<file path="src/rtl/txirq_pkg.sv">
package txirq_pkg;
  localparam int NEV   = 10;
  localparam int REG_W = 16;

  typedef enum int unsigned {
    EV_NOCRS = 0, EV_SQE, EV_TXOK, EV_LATE, EV_JAB,
    EV_ANYCOL, EV_COL16, EV_RDY, EV_UNDER, EV_OVF
  } ev_idx_e;

  // Transmit-config register: position of each enable bit
  function automatic logic [NEV-1:0] tx_cfg_map(input logic [REG_W-1:0] d,
                                                input logic [NEV-1:0] old);
    logic [NEV-1:0] r;
    r = old;
    r[EV_NOCRS]  = d[6];
    r[EV_SQE]    = d[7];
    r[EV_TXOK]   = d[8];
    r[EV_LATE]   = d[9];
    r[EV_JAB]    = d[10];
    r[EV_ANYCOL] = d[11];
    r[EV_COL16]  = d[15];
    return r;
  endfunction

  // Buffer-config register: position of each enable bit
  function automatic logic [NEV-1:0] buf_cfg_map(input logic [REG_W-1:0] d,
                                                 input logic [NEV-1:0] old);
    logic [NEV-1:0] r;
    r = old;
    r[EV_RDY]   = d[8];
    r[EV_UNDER] = d[9];
    r[EV_OVF]   = d[12];
    return r;
  endfunction

  // Clear-on-read: bits reported in this cycle drop, new events win
  function automatic logic [NEV-1:0] stat_next(input logic [NEV-1:0] cur,
                                               input logic [NEV-1:0] ev,
                                               input logic rd);
    return (rd ? '0 : cur) | ev;
  endfunction
endpackage

</file>
<file path="src/rtl/txirq_en_regs.sv">
module txirq_en_regs
  import txirq_pkg::*;
(
  input  logic             clk,
  input  logic             rst_n,
  input  logic             we,
  input  logic             sel,
  input  logic [REG_W-1:0] wdata,
  output logic [NEV-1:0]   en_q
);
  logic [NEV-1:0] en_d;

  always_comb begin
    en_d = en_q;
    if (we) en_d = sel ? buf_cfg_map(wdata, en_q) : tx_cfg_map(wdata, en_q);
  end

  always_ff @(posedge clk) begin
    if (!rst_n) en_q <= '0;
    else        en_q <= en_d;
  end


  en_hold_chk: assert property (@(posedge clk) disable iff (!rst_n)
    !we |=> $stable(en_q));
endmodule

</file>
<file path="src/rtl/txirq_col_cnt.sv">
module txirq_col_cnt #(
  parameter int W = 5
) (
  input  logic         clk,
  input  logic         rst_n,
  input  logic         inc,
  input  logic         clr,
  output logic [W-1:0] cnt_q,
  output logic         wrap_o
);
  localparam logic [W-1:0] CMAX = {W{1'b1}};

  function automatic logic [W-1:0] cnt_next(input logic [W-1:0] c,
                                            input logic i, input logic z);
    return (z ? '0 : c) + {{(W-1){1'b0}}, i};
  endfunction

  assign wrap_o = inc && !clr && (cnt_q == CMAX);

  always_ff @(posedge clk) begin
    if (!rst_n) cnt_q <= '0;
    else        cnt_q <= cnt_next(cnt_q, inc, clr);
  end


  cnt_step_chk: assert property (@(posedge clk) disable iff (!rst_n)
    inc && !clr |=> cnt_q == W'($past(cnt_q) + 1'b1));

  cnt_clr_chk: assert property (@(posedge clk) disable iff (!rst_n)
    clr && !inc |=> cnt_q == '0);
endmodule

</file>
<file path="src/rtl/txirq_stat.sv">
module txirq_stat
  import txirq_pkg::*;
(
  input  logic           clk,
  input  logic           rst_n,
  input  logic [NEV-1:0] ev_i,
  input  logic           rd_i,
  output logic [NEV-1:0] stat_q
);
  always_ff @(posedge clk) begin
    if (!rst_n) stat_q <= '0;
    else        stat_q <= stat_next(stat_q, ev_i, rd_i);
  end


  stat_sticky_chk: assert property (@(posedge clk) disable iff (!rst_n)
    !rd_i |=> (stat_q & $past(stat_q)) == $past(stat_q));

  stat_catch_chk: assert property (@(posedge clk) disable iff (!rst_n)
    |ev_i |=> (stat_q & $past(ev_i)) == $past(ev_i));
endmodule

</file>
<file path="src/rtl/txirq_ctrl.sv">
module txirq_ctrl
  import txirq_pkg::*;
#(
  parameter int CNT_W = 5
) (
  input  logic             clk,
  input  logic             rst_n,
  input  logic             cfg_we,
  input  logic             cfg_sel,
  input  logic [REG_W-1:0] cfg_wdata,
  input  logic             aui_sel,
  input  logic             ev_nocrs,
  input  logic             ev_sqe,
  input  logic             ev_txok,
  input  logic             ev_late,
  input  logic             ev_jab,
  input  logic             ev_col,
  input  logic             ev_col16,
  input  logic             ev_rdy,
  input  logic             ev_under,
  input  logic             stat_rd,
  input  logic             cnt_rd,
  output logic             irq,
  output logic [NEV-1:0]   stat_q,
  output logic [CNT_W-1:0] col_cnt
);
  logic [NEV-1:0] en_q;
  logic [NEV-1:0] ev_vec;
  logic           cnt_wrap;
  logic           nocrs_ok;

  assign nocrs_ok = ev_nocrs & aui_sel;
  assign ev_vec = {cnt_wrap, ev_under, ev_rdy, ev_col16, ev_col,
                   ev_jab, ev_late, ev_txok, ev_sqe, nocrs_ok};

  txirq_en_regs u_en (
    .clk(clk), .rst_n(rst_n), .we(cfg_we), .sel(cfg_sel),
    .wdata(cfg_wdata), .en_q(en_q));

  txirq_col_cnt #(.W(CNT_W)) u_cnt (
    .clk(clk), .rst_n(rst_n), .inc(ev_col), .clr(cnt_rd),
    .cnt_q(col_cnt), .wrap_o(cnt_wrap));

  txirq_stat u_stat (
    .clk(clk), .rst_n(rst_n), .ev_i(ev_vec), .rd_i(stat_rd),
    .stat_q(stat_q));

  assign irq = |(stat_q & en_q);


  ovf_flag_chk: assert property (@(posedge clk) disable iff (!rst_n)
    cnt_wrap |=> stat_q[EV_OVF]);

  nocrs_gate_chk: assert property (@(posedge clk) disable iff (!rst_n)
    !aui_sel && !stat_q[EV_NOCRS] |=> !stat_q[EV_NOCRS]);

  irq_quiet_chk: assert property (@(posedge clk) disable iff (!rst_n)
    !cfg_we && !stat_rd && !(|ev_vec) |=> $stable(irq));
endmodule

</file>
<file path="config.mk">
export PLATFORM = sky130hd
export DESIGN_NAME = txirq_ctrl
export DESIGN_NICKNAME = d
export VERILOG_FILES = /design/src/rtl/txirq_pkg.sv /design/src/rtl/txirq_en_regs.sv /design/src/rtl/txirq_col_cnt.sv /design/src/rtl/txirq_stat.sv /design/src/rtl/txirq_ctrl.sv
export SDC_FILE = /design/constraint.sdc
export NUM_CORES = 1
export LEC_CHECK = 0
export ABC_AREA = 1
export BUFFER_PORTS_ARGS = -buffer_cell sky130_fd_sc_hd__buf_4
export CAP_MARGIN = 25
export CORE_MARGIN = 3
export CORE_UTILIZATION = 24
export DETAILED_ROUTE_END_ITERATION = 10
export GPL_TIMING_DRIVEN = 0
export PLACE_DENSITY = 0.52
export SKIP_CTS_REPAIR_TIMING = 1
export SLEW_MARGIN = 20
export SYNTH_ARGS = -nofsm -noshare
export SYNTH_HDL_FRONTEND = slang
export SYNTH_HIERARCHICAL = 1
export SYNTH_SLANG_ARGS = --single-unit
</file>
<file path="constraint.sdc">
create_clock -name clk -period 1.4 [get_ports clk]
set_input_delay 0.28 -clock clk [delete_from_list [all_inputs] [get_ports clk]]
set_output_delay 0.28 -clock clk [all_outputs]
set_load 0.01 [all_outputs]
</file>
# Yosys cells after proc, flatten, opt, wreduce, memory -nomap -nowiden
# Index checks and enable logic that the tools add are counted.
dict set report classes {
  add_sub_neg 1
  eq_ne 1
  n_mux 2
  bitwise_logic 4
  reduce_logical 6
}
# cell n
set op_table {}
lappend op_table {{$and 10x10->10} 1}
lappend op_table {{$mux 10} 1}
lappend op_table {{$or 10x10->10} 1}
lappend op_table {{$reduce_or 10->1} 1}
lappend op_table {{$add 5x1->5} 1}
lappend op_table {{$eq 5x5->1 const B} 1}
lappend op_table {{$mux 5} 1}
lappend op_table {{$reduce_and 2->1} 2}
lappend op_table {{$logic_and 1x1->1} 2}
lappend op_table {{$and 1x1->1} 1}
lappend op_table {{$logic_not 1->1} 1}
lappend op_table {{$not 1->1} 1}
dict set report totals {
  ff_bits 25
  out_inout_bits 16
  word_cells 18
}

# Logic depth before layout (Yosys ltp)
# Gate-level depths: netlist of the first run.
dict set report logic_depth {
  word_depth 4
  mapped_depth 8
  ltp_nobuf 8
}

# Cells and area by module
# The synthesis of the first run kept the hierarchy.
# mod instances cells_per_inst area_each_um2 seq_area_each_um2
set modules_own_cells {}
lappend modules_own_cells {txirq_en_regs 1 60 407.9 200.2}
lappend modules_own_cells {txirq_stat 1 42 332.8 200.2}
lappend modules_own_cells {txirq_col_cnt 1 37 252.7 100.1}
lappend modules_own_cells {txirq_ctrl 1 21 80.1 0.0}

# Worst setup path before layout of the first run
# Ideal clock, no wire load.
dict set report synth_path {
  path_type {reg-to-reg}
  startpoint {reg u_cnt.cnt_q[0]}
  endpoint {reg u_cnt.cnt_q[2]}
  setup_time_ps 119
  arrival_ps 1038
  path_slack_ps 243
  path_stages_with_launch 8
  path_buffers 0
  period_less_slack_ps 1157
  cell_sequence {dfxtp_1 inv_1 nor2_1 ha_1 ha_1 inv_1 o21ai_0 a21oi_1}
}
dict set report synth_via {
  elab_chain_cells 2
}
# element line
set synth_rtl {}
lappend synth_rtl {{start: declaration} txirq_col_cnt.sv:8} ;# output logic [W-1:0] cnt_q,
lappend synth_rtl {{start signal: assignment} txirq_col_cnt.sv:22} ;# else cnt_q <= cnt_next(cnt_q, inc, clr);
lappend synth_rtl {{$mux 5} txirq_col_cnt.sv:15} ;# return (z ? '0 : c) + {{(W-1){1'b0}}, i};
lappend synth_rtl {{$add 5x1->5} txirq_col_cnt.sv:15}
# No other way between the ends.
# A chain may end at the register's enable or synchronous reset.

# Worst setup path after layout of the first run
dict set report layout_path {
  startpoint {reg u_stat.stat_q[4]}
  endpoint {out irq}
}
dict set report layout_via {
  elab_chain_cells 2
}
# element line
set layout_rtl {}
lappend layout_rtl {{start: declaration} txirq_stat.sv:8} ;# output logic [NEV-1:0] stat_q
lappend layout_rtl {{start signal: assignment} txirq_stat.sv:12} ;# else stat_q <= stat_next(stat_q, ev_i, rd_i);
lappend layout_rtl {{$and 10x10->10} txirq_ctrl.sv:48} ;# assign irq = |(stat_q & en_q);
lappend layout_rtl {{$reduce_or 10->1} txirq_ctrl.sv:48}
lappend layout_rtl {{end: declaration} txirq_ctrl.sv:23} ;# output logic irq,
# No other way between the ends.

==> results of run 1 <==
metal layers:
layer	share of wire	global-route usage	up-vias
li1	-	-	570
met1	0.46	0.112	424
met2	0.45	0.178	30
met3	0.089	0.0358	2
met4	0.0050	0.0123	0
met5	0	0	-
worst register-to-register path, cell delays in order (launching register included):
cell and delay (ns):
dfxtp_1 0.37, inv_1 0.05, nor2_1 0.08, ha_1 0.17, ha_1 0.19, inv_1 0.06
o21ai_0 0.17, a21oi_1 0.07
layout by cell type (no fill, tap or decap):
cell type | netlist | layout
nand2_2 | 1 | 1
nor2_2 | 3 | 3
inv_1 | 25 | 25
dfxtp_2 | 0 | 4
ha_1 | 2 | 2
inv_2 | 5 | 5
nand2_1 | 42 | 42
a21oi_1 | 14 | 14
nor2_1 | 26 | 26
dfxtp_1 | 25 | 21
o21ai_1 | 3 | 3
nand4_1 | 1 | 1
clkbuf_8 | 0 | 3
nand3_1 | 10 | 10
clkbuf_1 | 1 | 2
buf_4 | 0 | 40
buf_2 | 1 | 1
o21ai_0 | 1 | 1
cell families after synthesis:
kind of cell	Yosys count	share of synthesized area
flops	25	0.466
simple gates	83	0.314
buf+inv	32	0.113
compound gates	18	0.0839
fa+ha+maj	2	0.0233
where the power goes:
part           switching, uW  leakage, uW  internal [uW]
Clock                    216    0.0000228            203
Combinational            106     0.000540            112
Sequential              24.3     0.000207            751
Total                    346     0.000771           1070
registers in the layout (all words and copies together), names as in the netlist:
| signal | count |
|---|---|
| u_en/en_q | 10 |
| u_cnt/cnt_q | 5 |
| u_stat/stat_q | 10 |
area by class of cell:
type,count,area [um2]
Fill cell,487,2660
Sequential cell,25,505
Multi-Input combinational cell,103,452
Timing Repair Buffer,40,300
Inverter,30,113
Tap cell,50,62.6
Clock buffer,4,45.0
Buffer,2,8.76
metrics by stage:
step           setup WS [ns]  area, um2  hold slack, ns
4_1_cts              0.00937       1470           0.246
2_1_floorplan          0.243       1070           0.373
3_3_place_gp           0.166       1430           0.467
3_5_place_dp           0.116       1430           0.471
5_1_grt              -0.0239       1490           0.247
6_report              0.0560       1490           0.252
worst max-delay path by stage:
stage                                start                        end  slack, ns
3_3_place_gp                        cnt_rd  u_cnt/cnt_q[4]$_SDFF_PN0_       0.17
4_1_cts        u_stat/stat_q[8]$_SDFF_PN0_                        irq      0.009
2_1_floorplan    u_cnt/cnt_q[0]$_SDFF_PN0_  u_cnt/cnt_q[2]$_SDFF_PN0_       0.24
3_5_place_dp                        cnt_rd  u_cnt/cnt_q[2]$_SDFF_PN0_       0.12
5_1_grt          u_en/en_q[7]$_SDFFE_PN0P_                        irq      -0.02
6_report       u_stat/stat_q[4]$_SDFF_PN0_                        irq       0.06
==> run_results.csv, run 1 <==
group,metric,value,unit
die,core.rowCount,23,
setup_path,r2r_slack,0.12,ns
route,routed_via_density,4.04,
grt,grt_pass1_vias,958,
timing,setup_viol,0,
setup_path,worstPathCellList,"nand2_1 -> nand2_1 -> nor2_1 -> nand3_1 -> buf_4",
grt,grt_pass1_wl,4080,um
route,drc,0,
logic_synthesis,yosys-top-cells-area,"dfxtp_1 (47%), nand2_1 (15%), nor2_1 (9.1%), inv_1 (8.7%), a21oi_1 (6.5%)",
setup_path,path_depth,5,
logic_synthesis,ys_ff_latch,25,
timing,rsz0062_at_grt,"yes",
setup_path,timing.rr.start,"u_cnt/cnt_q[0]$_SDFF_PN0_",
logic_synthesis,synth_common_cells,"nand2_1 (42), nor2_1 (26), dfxtp_1 (25), inv_1 (25), a21oi_1 (14)",
setup_path,start_kind,"register",
power,p_total,1410,uW
timing,period_needed,1.34,ns
route,antenna_left,0,
setup_path,cpMostUsedCell,"nand2_1",
timing,timing.fmax,744,MHz
setup_path,r2r_end,"u_cnt/cnt_q[2]$_SDFF_PN0_",
logic_synthesis,avgSynthCellArea,6.71,um2
route,vias,1026,
die,die_area,5310,um2
place,gp_congestion,0.714,
clock_tree,cts_root_buf,"clkbuf_8",
place,dp_hpwl,2000,um
hold_path,min-delay-start,"ev_col16",
setup_path,endpoint_kind,"output port",
die,die_x,72.9,um
finish,final_core_util,0.359,
grt,antenna_found_initial,0,
finish,finalNonFillerCells,254,
setup_path,critPathSlowestCell,"dfxtp_2",
clock_tree,htree_levels,1,
logic_synthesis,yosysMostFrequentCell,"nand2_1",
hold_path,holdPathEnd,"u_stat/stat_q[6]$_SDFF_PN0_",
clock_tree,cts_buffers,3,
place,placed_cells,249,
grt,grt.overflow.total,0,
timing,timing.slew.headroom,0.744,
logic_synthesis,synth_top_cell_by_area,"dfxtp_1",
finish,num-nets-final,239,
finish,layout-drive-gt1-share,0.279,
logic_synthesis,synth.distinct_cells,15,
setup_path,crit_fanout,3,
logic_synthesis,synth_top_area_share,0.466,
setup_path,crit_family,"flip-flops",
finish,antenna_cells,0,
timing,finalCritPeriodShare,0.960,
die,core,4140,um2
timing,timing_hold_violations_final,0,
setup_path,ff2ff_path_depth,7,
route,wl_per_cell,10.2,um
grt,grt_use_total,0.0982,
setup_path,cp.arrival,1.06,ns
die,pin_count,48,
logic_synthesis,ys.flop_type,"dfxtp_1",
logic_synthesis,synth.cell_area,1070,um2
route,drt_iter0_drc,23,
power,p_leak,0.000771,uW
route,wirelength,2580,um
setup_path,crit_type,"register to output port",
flow_run,cap_violations,0,
clock_tree,clock_latency,0.26,ns
clock_tree,cts_tree,"built",
logic_synthesis,syn_nets,194,
die,fp.dieH,72.9,um
clock_tree,clkTransAtPathRegs,0.09,ns
logic_synthesis,synth-edff-count,0,
logic_synthesis,syn_inst,160,
place,port-buffer-count,39,
outcome,outcome,"finished, final reports clean",
logic_synthesis,ys_warn_count,6,
timing,clock_skew,0.000503,ns
setup_path,critPathBufInv,1,
clock_tree,clk_path_buf_depth,2,
power,p_per_area,951,nW/um2
timing,drv_slew,0,
hold_path,min_path_type,"input pin to register",
clock_tree,cts_sinks,25,
power,ir_worst_vdd,0.401,mV
die,start_util,0.259,
timing,fin_tns_setup,0,ns
finish,areaGrowthSynthToFinish,38.5,%
logic_synthesis,yosysSeqAreaShare,0.466,
timing,worst_slew_pin_slew,0.384,ns
setup_path,critPathRequiredTime,1.12,ns
grt,grt_max_degree,14,
logic_synthesis,async_flop_share,0,
route,dr.pass1.iters,4,
setup_path,slowest_delay,0.33,ns
hold_path,min_delay_path_depth,3,
No activity file was read; power rests on OpenSTA's default activity.
==> inputs of run 2 (changes only) <==
- BUFFER_PORTS_ARGS: -buffer_cell sky130_fd_sc_hd__buf_4 -> -buffer_cell sky130_fd_sc_hd__buf_2
==> run_results.csv, run 2 (synthesis results as in run 1) <==
group,metric,value,unit
outcome,outcome,"finished, final reports clean",
route,wirelength,2530,um
finish,layout_common_cells,"nand2_1 (41), buf_2 (40), nor2_1 (26)",
die,start_util,0.259,
route,routed_via_density,4.09,
timing,timing_hold_violations_final,0,
setup_path,r2r_slack,0.20,ns
grt,grt_pass1_vias,1016,
place,gp_congestion,0.750,
timing,clock_skew,0.00699,ns
setup_path,endpoint_kind,"output port",
finish,layout-drive-gt1-share,0.291,
die,core.rowCount,23,
clock_tree,clkTransAtPathRegs,0.09,ns
clock_tree,cts_root_buf,"clkbuf_8",
timing,finalCritPeriodShare,0.962,
die,die_area,5310,um2
timing,worst_slew_pin_slew,0.420,ns
grt,grt_use_total,0.103,
timing,period_needed,1.35,ns
hold_path,min_path_type,"input pin to register",
route,dr.pass1.iters,4,
grt,grt.overflow.total,0,
finish,num-nets-final,238,
timing,timing.slew.headroom,0.720,
clock_tree,clock_latency,0.27,ns
finish,multi_input_area,454,um2
finish,final_common_cell,"nand2_1",
finish,biggestRegsByFlops,"u_en/en_q x10, u_stat/stat_q x10, u_cnt/cnt_q x5",
power,p_leak,0.000741,uW
route,drt_iter0_drc,31,
die,core,4140,um2
setup_path,crit_type,"register to output port",
timing,drv_slew,0,
place,port-buffer-count,39,
timing,fin_tns_setup,0,ns
clock_tree,clk_path_buf_depth,2,
power,p_total,1400,uW
grt,antenna_found_initial,0,
clock_tree,cts_sinks,25,
route,drc,0,
flow_run,cap_violations,0,
grt,grt_pass1_wl,4400,um
place,dp_hpwl,1950,um
die,pin_count,48,
setup_path,critPathRequiredTime,1.12,ns
power,ir_worst_vdd,0.521,mV
grt,grt_max_degree,16,
finish,regArea,507,um2
setup_path,start_kind,"register",
timing,rsz0062_at_grt,"yes",
route,vias,1036,
route,antenna_left,0,
clock_tree,cts_tree,"built",
setup_path,cp.arrival,1.07,ns
route,wl_per_cell,9.99,um
setup_path,crit_fanout,3,
power,p_per_area,1010,nW/um2
finish,nFillCells,506,
finish,final_core_util,0.335,
die,fp.dieH,72.9,um
finish,antenna_cells,0,
clock_tree,htree_levels,1,
finish,areaGrowthSynthToFinish,29.4,%
clock_tree,cts_buffers,3,
timing,setup_viol,0,
timing,timing.fmax,743,MHz
die,die_x,72.9,um
==> run 2: cell types whose count changed in the layout (fill, tap and decap cells not counted), sizes merged <==
cell	before	now
buf	41	40
clkinvlp	0	1
clkbuf	5	4
==> run 2: through the flow <==
step	instance area, um2	setup slack [ns]	hold WS (ns)	cells
after floorplan	1070	0.243	0.373	160
after detailed placement	1330	0.155	0.472	249
after CTS	1380	0.0163	0.229	253
after global placement	1330	0.165	0.466	249
after global routing	1390	-0.0144	0.229	253
final	1390	0.0534	0.230	253
==> run 2: layer usage <==
metal  global-route usage  vias up  wire, um
met5                    0        -         0
met2                0.172       30      1110
met3               0.0331        2       195
met4               0.0123        0         4
li1                     -      568         -
met1                0.133      436      1210
==> run 2: final timing paths <==
path | startpoint | to | cells after the start
worst max-delay path | u_stat/stat_q[9]$_SDFF_PN0_ | irq | 5
worst min register to register | u_stat/stat_q[8]$_SDFF_PN0_ | u_stat/stat_q[8]$_SDFF_PN0_ | 2
worst min-delay path | ev_sqe | u_stat/stat_q[1]$_SDFF_PN0_ | 3
worst max register to register | u_cnt/cnt_q[0]$_SDFF_PN0_ | u_cnt/cnt_q[4]$_SDFF_PN0_ | 7
==> run 2: area by class of cell <==
type | count | area share
Sequential cell | 25 | 0.365
Timing Repair Buffer | 39 | 0.141
Tap cell | 50 | 0.0450
Inverter | 30 | 0.0811
Buffer | 2 | 0.00631
Multi-Input combinational cell | 103 | 0.327
Clock buffer | 3 | 0.0297
Clock inverter | 1 | 0.00541
==> run 2: report_power, final <==
part	internal [uW]	total [uW]	leakage, uW	switching, uW
registers	752	776	0.000208	23.9
clock network	202	439	0.0000217	238
logic	80.2	186	0.000512	106
total	1030	1400	0.000741	368
==> run 2: critical path, cell delays in order, from the launching register on <==
cell and delay [ns]:
dfxtp_1 0.34, nand2_1 0.07, nand2_1 0.06, nor2_1 0.11, nand3_1 0.09, buf_2 0.14
==> inputs of run 3 (changes only) <==
- MAX_ROUTING_LAYER: not set -> met4
==> run_results.csv, run 3 (synthesis results as in run 1) <==
group,metric,value,unit
outcome,outcome,"finished, final reports clean",
setup_path,slowest_delay,0.34,ns
finish,nFillCells,506,
power,p_per_area,1010,nW/um2
hold_path,min_path_type,"input pin to register",
clock_tree,cts_buffers,3,
timing,worst_slew_pin_slew,0.414,ns
finish,biggestRegsByFlops,"u_en/en_q x10, u_stat/stat_q x10, u_cnt/cnt_q x5",
power,ir_worst_vdd,0.521,mV
setup_path,critPathBufInv,1,
setup_path,cp.arrival,1.07,ns
finish,areaGrowthSynthToFinish,29.4,%
timing,timing_hold_violations_final,0,
hold_path,min-delay-start,"ev_sqe",
route,antenna_left,0,
grt,antenna_found_initial,0,
die,die_x,72.9,um
timing,drv_slew,0,
setup_path,cpMostUsedCell,"nand2_1",
setup_path,cp-startpoint,"u_stat/stat_q[9]$_SDFF_PN0_",
route,drt_iter0_drc,32,
place,dp_hpwl,1950,um
power,p_leak,0.000741,uW
route,vias,1036,
die,core,4140,um2
clock_tree,clock_latency,0.27,ns
clock_tree,cts_sinks,25,
grt,grt_pass1_wl,4400,um
place,port-buffer-count,39,
timing,setup_slack,0.0532,ns
route,drc,0,
place,gp_congestion,0.759,
setup_path,worstPathCellList,"nand2_1 -> nand2_1 -> nor2_1 -> nand3_1 -> buf_2",
die,start_util,0.259,
clock_tree,clkTransAtPathRegs,0.09,ns
setup_path,critPathRequiredTime,1.12,ns
route,routed_via_density,4.09,
timing,timing.fmax,743,MHz
setup_path,crit_fanout,3,
finish,layout-drive-gt1-share,0.291,
die,pin_count,48,
grt,grt.overflow.total,0,
finish,num-nets-final,238,
setup_path,endpoint_kind,"output port",
clock_tree,clk_path_buf_depth,2,
finish,layout_common_cells,"nand2_1 (41), buf_2 (40), nor2_1 (26)",
timing,setup_viol,0,
die,fp.dieH,72.9,um
flow_run,cap_violations,0,
die,core.rowCount,23,
grt,grt_max_degree,16,
place,dp_slack,0.155,ns
clock_tree,cts_tree,"built",
timing,period_needed,1.35,ns
grt,grt_pass1_vias,1016,
finish,final_common_cell,"nand2_1",
timing,rsz0062_at_grt,"yes",
setup_path,timing.rr.start,"u_cnt/cnt_q[0]$_SDFF_PN0_",
route,dr.pass1.iters,4,
setup_path,critPathSlowestCell,"dfxtp_1",
timing,clock_skew,0.00695,ns
setup_path,crit_family,"flip-flops",
finish,antenna_cells,0,
clock_tree,htree_levels,1,
timing,timing.slew.headroom,0.724,
grt,grt_use_total,0.106,
finish,final_core_util,0.335,
setup_path,crit_type,"register to output port",
route,wirelength,2530,um
route,wl_per_cell,9.98,um
setup_path,start_kind,"register",
timing,finalCritPeriodShare,0.962,
die,die_area,5310,um2
clock_tree,cts_root_buf,"clkbuf_8",
[run 3: cell counts in the layout (fill, tap and decap cells not counted)]
Identical to the previous run, type by type.
[run 3: per-stage QoR]
| stage | hold WS [ns] | area, um2 | std cells | total power [uW] | TNS, ns |
|---|---|---|---|---|---|
| 2_1_floorplan | 0.373 | 1070 | 160 | 889 | 0 |
| 3_3_place_gp | 0.466 | 1330 | 249 | 978 | 0 |
| 3_5_place_dp | 0.472 | 1330 | 249 | 979 | 0 |
| 4_1_cts | 0.229 | 1380 | 253 | 1420 | 0 |
| 5_1_grt | 0.229 | 1390 | 253 | 1490 | -0.0144 |
| 6_report | 0.230 | 1390 | 253 | 1400 | 0 |
[run 3: cell type report]
cell class                 instances  area [um2]  share of cell area
buffer                             2        8.76             0.00631
clock buffer                       3        41.3              0.0297
clock inverter                     1        7.51             0.00541
inverter                          30         113              0.0811
multi-input combinational        103         454               0.327
sequential                        25         507               0.365
tap                               50        62.6              0.0450
timing repair buffer              39         195               0.141
[run 3: worst reg2reg max path, stage by stage (launching register included)]
cell and delay (ns):
dfxtp_1 0.37, inv_1 0.05, nor2_1 0.08, ha_1 0.17, ha_1 0.17, nand4_1 0.12
nand2_1 0.08, nand2_1 0.04, nor2_1 0.07
[run 3: report_power, final]
group / switching, uW / internal (uW)
logic: 106 / 80.2
registers: 23.9 / 752
clock network: 238 / 202
[run 3: final timing paths]
path	slack, ns	cells after the start	end
max	0.05	5	irq
min	0.23	3	u_stat/stat_q[1]$_SDFF_PN0_
max reg2reg	0.19	8	u_cnt/cnt_q[4]$_SDFF_PN0_
min reg2reg	0.47	2	u_stat/stat_q[8]$_SDFF_PN0_
[run 3: layer usage]
layer | vias up | track usage | wire [um]
li1 | 568 | - | -
met1 | 434 | 0.134 | 1190
met2 | 32 | 0.172 | 1110
met3 | 2 | 0.0317 | 215
met4 | 0 | 0.0123 | 4
met5 | - | - | 0
